File: config.mk
export PLATFORM = sky130hd
export DESIGN_NAME = led_fault_supervisor
export DESIGN_NICKNAME = d
export VERILOG_FILES = /design/src/rtl/lfs_pkg.sv /design/src/rtl/lfs_sync.sv /design/src/rtl/lfs_timer.sv /design/src/rtl/lfs_channel.sv /design/src/rtl/led_fault_supervisor.sv
export SDC_FILE = /design/constraint.sdc
export NUM_CORES = 1
export LEC_CHECK = 0
export ABC_AREA = 1
export BUFFER_PORTS_ARGS = -buffer_cell sky130_fd_sc_hd__buf_2
export CAP_MARGIN = 25
export CORE_ASPECT_RATIO = 1.25
export CORE_UTILIZATION = 45
export CTS_CLUSTER_DIAMETER = 200
export DETAILED_ROUTE_END_ITERATION = 10
export PLACE_DENSITY = 0.72
export REMOVE_ABC_BUFFERS = 1
export SKIP_LAST_GASP = 1
export SYNTH_ARGS = -nofsm -noshare
export SYNTH_HDL_FRONTEND = slang
export SYNTH_HIERARCHICAL = 1
export SYNTH_SLANG_ARGS = --single-unit
File: constraint.sdc
create_clock -name clk -period 2.2 [get_ports clk]
set_clock_uncertainty 0.15 [all_clocks]
set_input_delay 0.11 -clock clk [delete_from_list [all_inputs] [get_ports clk]]
set_output_delay 0.11 -clock clk [all_outputs]
set_load 0.1 [all_outputs]
File: src/rtl/lfs_pkg.sv
package lfs_pkg;

   // System-level comparator flags after synchronization
   typedef struct packed {
      logic uv;
      logic ot;
      logic ov;
      logic oc;
   } sys_flags_t;

   // Width needed to hold a count up to limit
   function automatic int cnt_width(input int limit);
      int w;
      w = 1;
      while ((1 << w) <= limit) w++;
      return w;
   endfunction

   // Shutdown of the whole output stage (converter and drivers)
   function automatic logic stage_kill(input sys_flags_t f, input logic gnd_latched);
      return f.uv | f.ot | gnd_latched;
   endfunction

endpackage

File: src/rtl/lfs_sync.sv
module lfs_sync #(
   parameter int WIDTH  = 1,
   parameter int STAGES = 2
) (
   input  logic             clk,
   input  logic             rst_n,
   input  logic [WIDTH-1:0] d_async,
   output logic [WIDTH-1:0] q_sync
);

   initial begin : g_param_chk
      assert (STAGES >= 2) else $error("lfs_sync: STAGES must be at least 2");
      assert (WIDTH >= 1)  else $error("lfs_sync: WIDTH must be positive");
   end

   logic [WIDTH-1:0] chain [STAGES];

   always_ff @(posedge clk or negedge rst_n) begin
      if (!rst_n) chain[0] <= '0;
      else        chain[0] <= d_async;
   end

   for (genvar s = 1; s < STAGES; s++) begin : g_stage
      always_ff @(posedge clk or negedge rst_n) begin
         if (!rst_n) chain[s] <= '0;
         else        chain[s] <= chain[s-1];
      end
   end

   assign q_sync = chain[STAGES-1];

endmodule

File: src/rtl/lfs_timer.sv
module lfs_timer #(
   parameter int TERM_COUNT = 32770,
   localparam int CW = lfs_pkg::cnt_width(TERM_COUNT)
) (
   input  logic clk,
   input  logic rst_n,
   input  logic clr,     // synchronous zero (latch clear)
   input  logic arm,     // condition present; low returns count to zero
   input  logic hold,    // freeze count, no advance, no reset
   input  logic tick,    // switching-period enable
   output logic expire   // one-cycle pulse on the terminal tick
);

   localparam logic [CW-1:0] LAST = CW'(TERM_COUNT - 1);

   initial begin : g_param_chk
      assert (TERM_COUNT >= 2) else $error("lfs_timer: TERM_COUNT must be at least 2");
   end

   logic [CW-1:0] cnt;
   logic          adv;

   assign adv    = arm & ~hold & ~clr & tick;
   assign expire = adv & (cnt == LAST);

   always_ff @(posedge clk or negedge rst_n) begin
      if (!rst_n)            cnt <= '0;
      else if (clr || !arm)  cnt <= '0;
      else if (expire)       cnt <= '0;
      else if (adv)          cnt <= cnt + 1'b1;
   end

endmodule

File: src/rtl/lfs_channel.sv
module lfs_channel #(
   parameter int TERM_COUNT = 32770
) (
   input  logic clk,
   input  logic rst_n,
   input  logic tick,
   input  logic clr,
   input  logic selected,
   input  logic pwm,
   input  logic led_lo,
   input  logic led_hi,
   input  logic ovp_open,
   input  logic ovp_short,
   output logic open_lat,
   output logic short_lat,
   output logic ok,
   output logic gnd_cond
);

   logic short_cond;
   logic short_exp;

   assign ok         = selected & ~open_lat & ~short_lat;
   assign gnd_cond   = ok & led_lo;
   assign short_cond = led_hi & ovp_short;

   // Open: immediate, per channel
   always_ff @(posedge clk or negedge rst_n) begin
      if (!rst_n)                         open_lat <= 1'b0;
      else if (clr)                       open_lat <= 1'b0;
      else if (ok && led_lo && ovp_open)  open_lat <= 1'b1;
   end

   // Short: counted only while PWM is high; frozen while PWM is low
   lfs_timer #(.TERM_COUNT(TERM_COUNT)) u_short_tmr (
      .clk    (clk),
      .rst_n  (rst_n),
      .clr    (clr),
      .arm    (ok & (~pwm | short_cond)),
      .hold   (~pwm),
      .tick   (tick),
      .expire (short_exp)
   );

   always_ff @(posedge clk or negedge rst_n) begin
      if (!rst_n)          short_lat <= 1'b0;
      else if (clr)        short_lat <= 1'b0;
      else if (short_exp)  short_lat <= 1'b1;
   end

endmodule

File: src/rtl/led_fault_supervisor.sv
module led_fault_supervisor #(
   parameter int NUM_CH      = 2,
   parameter int TERM_COUNT  = 32770,
   parameter int SYNC_STAGES = 2
) (
   input  logic              clk,
   input  logic              rst_n,
   input  logic              tick_sw,
   input  logic              en_a,
   input  logic              pwm_a,
   input  logic              chsel_a,
   input  logic              uv_a,
   input  logic              ot_a,
   input  logic              ov_a,
   input  logic              oc_a,
   input  logic [NUM_CH-1:0] led_lo_a,
   input  logic [NUM_CH-1:0] led_hi_a,
   input  logic              ovp_open_a,
   input  logic              ovp_short_a,
   output logic [NUM_CH-1:0] drv_en,
   output logic              conv_run,
   output logic              ss_discharge,
   output logic              sys_fault_n,
   output logic              led_fault_n
);
   import lfs_pkg::*;

   localparam int NSC   = 9;
   localparam int NSYNC = NSC + 2 * NUM_CH;

   initial begin : g_param_chk
      assert (NUM_CH >= 1) else $error("led_fault_supervisor: NUM_CH must be positive");
   end

   // Synchronized inputs
   logic [NSYNC-1:0] raw_in, syn;
   logic             en_s, pwm_s, chsel_s, ovp_open_s, ovp_short_s;
   sys_flags_t       flg_s;
   logic [NUM_CH-1:0] led_lo_s, led_hi_s;

   assign raw_in = {en_a, pwm_a, chsel_a, uv_a, ot_a, ov_a, oc_a,
                    ovp_open_a, ovp_short_a, led_lo_a, led_hi_a};

   lfs_sync #(.WIDTH(NSYNC), .STAGES(SYNC_STAGES)) u_sync (
      .clk     (clk),
      .rst_n   (rst_n),
      .d_async (raw_in),
      .q_sync  (syn)
   );

   assign {en_s, pwm_s, chsel_s, flg_s.uv, flg_s.ot, flg_s.ov, flg_s.oc,
           ovp_open_s, ovp_short_s, led_lo_s, led_hi_s} = syn;

   logic uv_s, ot_s, ov_s, oc_s, clr_s;
   assign uv_s  = flg_s.uv;
   assign ot_s  = flg_s.ot;
   assign ov_s  = flg_s.ov;
   assign oc_s  = flg_s.oc;
   assign clr_s = ~en_s | uv_s | ot_s;

   // Per-channel supervision
   logic [NUM_CH-1:0] sel, open_lat, short_lat, ch_ok, gnd_cond;

   for (genvar i = 0; i < NUM_CH; i++) begin : g_ch
      if (i == 0) begin : g_primary
         assign sel[i] = en_s;
      end else begin : g_secondary
         assign sel[i] = en_s & ~chsel_s;
      end

      lfs_channel #(.TERM_COUNT(TERM_COUNT)) u_ch (
         .clk       (clk),
         .rst_n     (rst_n),
         .tick      (tick_sw),
         .clr       (clr_s),
         .selected  (sel[i] & ~gnd_lat),
         .pwm       (pwm_s),
         .led_lo    (led_lo_s[i]),
         .led_hi    (led_hi_s[i]),
         .ovp_open  (ovp_open_s),
         .ovp_short (ovp_short_s),
         .open_lat  (open_lat[i]),
         .short_lat (short_lat[i]),
         .ok        (ch_ok[i]),
         .gnd_cond  (gnd_cond[i])
      );
   end

   // Ground-short supervision (whole circuit)
   logic gnd_lat;
   logic gnd_exp;

   lfs_timer #(.TERM_COUNT(TERM_COUNT)) u_gnd_tmr (
      .clk    (clk),
      .rst_n  (rst_n),
      .clr    (clr_s),
      .arm    (|gnd_cond),
      .hold   (1'b0),
      .tick   (tick_sw),
      .expire (gnd_exp)
   );

   always_ff @(posedge clk or negedge rst_n) begin
      if (!rst_n)        gnd_lat <= 1'b0;
      else if (clr_s)    gnd_lat <= 1'b0;
      else if (gnd_exp)  gnd_lat <= 1'b1;
   end

   // Outputs
   logic kill;
   assign kill = stage_kill(flg_s, gnd_lat);

   assign drv_en       = (kill || !pwm_s) ? '0 : ch_ok;
   assign ss_discharge = ov_s | oc_s;
   assign conv_run     = ~kill & ~ss_discharge & (|ch_ok);
   assign sys_fault_n  = ~(uv_s | ot_s | ov_s | gnd_lat);
   assign led_fault_n  = ~(|open_lat | |short_lat);

endmodule

==> qor.txt <==
Tcrit/Tclk final -> 94.16%
GPL Wtd Cong -> 0.8140
Yosys top cell by area -> dfrtp_1
total power -> 3.072 mW
drt initial violations -> 173
GRT Util Overall -> 18.26%
area delta synth->final -> 15.95%
flops & latches, synth -> 79
Synth top area share -> 45.09%
required time of the critical path -> 1.94 ns
Post-Syn Area -> 4384 um2
EDFF count, synth -> 0
register area share after synthesis -> 45.09%
Mean Syn Cell Area -> 7.546 um2
buffers added on ports -> 21
die area -> 10140 um2
most common cell after layout, fill and taps aside -> nand2_1
Worst VDD drop -> 498.2 uV
Gate Count Post-Synth -> 581
drt first pass iters -> 4
Vias/cell -> 4.893
antenna cells -> 0
I/O pin count -> 22
CTS tree -> built
final critical-path required period -> 2.072 ns
Die H -> 112.4 um
cell row count -> 39
Wirelength per Cell -> 11.94 um
FF+latch area -> 1977 um2
Leak -> 2.420 nW
CP endpoint kind -> primary output
fill count -> 821
R2R setup slack -> 0.14 ns
maxcap violations -> 0
final wirelength -> 8.931 mm
commonest non-fill, non-tap cells in the layout -> nand2_1, nor2_1, dfrtp_1
Setup TNS Final -> 0 ns
Ys Warns -> 6
TritonCTS Buffers -> 9
critical path type -> flip-flop to primary output
core box area -> 9320 um2
Initial Util -> 47.04%
Worst EP arrival -> 1.81 ns
FMAX -> 482.7 MHz
HPWL Detailed -> 6.098 mm
Max Fanout on Critical Path -> 4
hold crit path type -> input pin to async pin
Clock Sinks -> 79
root buffer cell -> clkbuf_16
pwr dens -> 604.3 nW/um2
Finished Layout Cells -> 748
width of the chip -> 90.29 um
vias in the first global route -> 3490
antenna violations before repair -> 0
share of layout cells above drive strength 1 -> 17.12%
CTS clock-pin slew for the worst setup and hold paths -> 0.07 ns
DRT antenna net count -> 0
largest net degree at the start of global routing -> 35
Cell variety after synth -> 30
Clock Path Buffers -> 2
multi-input combinational cell area -> 2028 um2
Post-DP Area -> 4583 um2
Final Instance Area -> 5084 um2
DP Cell Count -> 714
Post-synth top flop -> dfrtp_1
pre-CTS setup slack -> 0.1395 ns
Setup crit start kind -> flip-flop
nets -> 642
Post-route DRC -> 0
vias -> 3660
unrepaired setup endpoints after global routing -> yes
first-pass GRT wire length -> 14.90 mm
final setup fails -> 0
Final Max Slew Viols -> 0
remaining global-route overflow -> 0
final worst slack -> 0.1285 ns
clock latency on the worst-skew pair -> 0.34 ns
H-tree Lvls -> 3
Hold Fails Final Rpt -> 0
status -> complete, no violations
largest cells by area after synthesis -> dfrtp_1, nand2_1, nor2_1
Post-synth ARST share -> 100.0%
## logic make-up (layout without fill, tap and decap cells)
group | after synthesis | in the layout | share of synthesized area [%]
AOI/OAI and AO/OA | 47 | 48 | 7.077
xor gates and xnor gates | 6 | 6 | 1.199
adders and majority gates | 6 | 6 | 1.712
buffers and inverters | 90 | 133 | 9.246
DFF | 79 | 79 | 45.09
other | 1 | 1 | 0.08553
and+or+nand+nor | 352 | 352 | 35.59
## worst max-delay path, stage by stage, from the launching register on
cell and delay (ns):
dfrtp_1 0.42, nor3_1 0.22, inv_1 0.08, nor2_2 0.10
nand2_1 0.09, inv_1 0.08, o21ai_0 0.07, nor2_1 0.09
clkbuf_4 0.33
## worst paths after layout
| path | start | to | cells after the start |
|---|---|---|---|
| worst max-delay path | gnd_lat | conv_run | 8 |
| worst min-delay path | rst_n | u_sync/chain[20] | 2 |
| worst max register to register | gnd_lat | u_gnd_tmr/cnt[10] | 12 |
| worst min register to register | u_sync/chain[15] | u_sync/q_sync[2] | 0 |
| max in group asynchronous | rst_n | g_ch[1].u_ch/u_short_tmr/cnt[14] | 3 |
| min in group clk | tick_sw | u_gnd_tmr/cnt[2] | 4 |
## flip-flops by register name, summed over array words and instances (netlist names)
signal and count:
g_ch.u_ch/open_lat 2, u_sync/q_sync 13, u_gnd_tmr/cnt 16, gnd_lat 1
u_sync/chain 13, g_ch.u_ch/short_lat 2, g_ch.u_ch/u_short_tmr/cnt 32
## cell type report
type / count / area share [%]
Inverter: 74 / 5.833
Sequential cell: 79 / 38.89
Timing Repair inverter: 1 / 0.1477
Clock inverter: 6 / 1.009
Tap cell: 123 / 3.027
Multi-Input combinational cell: 413 / 39.90
Clock buffer: 10 / 4.701
Timing Repair Buffer: 42 / 6.498
## routing by layer
| layer | share of wire, % | routed length (um) | global-route usage, % |
|---|---|---|---|
| met5 | 0 | 0 | 0 |
| met4 | 1.8 | 165 | 9.032 |
| met3 | 3.0 | 271 | 3.930 |
| met2 | 51 | 4588 | 32.06 |
| met1 | 44 | 3906 | 21.05 |
## cell usage after synthesis, types with 3 or more instances
cell	n
nand2_2	6
o21bai_1	6
dfrtp_1	79
a21oi_1	7
a21oi_4	3
or2_2	4
ha_1	6
nor2_2	11
nand2_4	3
inv_2	12
buf_2	3
a21boi_1	3
inv_1	56
nor2_1	81
nand2_1	184
nor3_1	4
clkinv_4	3
nand3_2	3
buf_4	13
nor2_4	10
nand4_1	5
o21ai_1	24
xnor2_1	3
nand3_1	40
o21bai_2	3
clkinv_1	3
xor2_1	3
## stage by stage
step                hold WS [ns]  utilization (%)
floorplan                -0.3356                -
global placement        -0.07115            49.17
detailed placement      -0.06610            49.17
CTS                      0.08239            53.79
global route              0.1493            54.54
finish                    0.1082            54.54
## what timing repair did
item | 4_1_cts | 5_1_grt
endpoints found under the hold margin | 85 | 0
setup buffers | 0 | 2
hold buffers | 14 | 0
setup endpoints to repair | 0 | 26
gates resized for setup | 0 | 8
## where the power goes
group          internal [mW]  switching (mW)
clock network          0.813           0.634
logic                 0.0464          0.0899
registers               1.48          0.0111
Power figures use the tool's default switching activity.
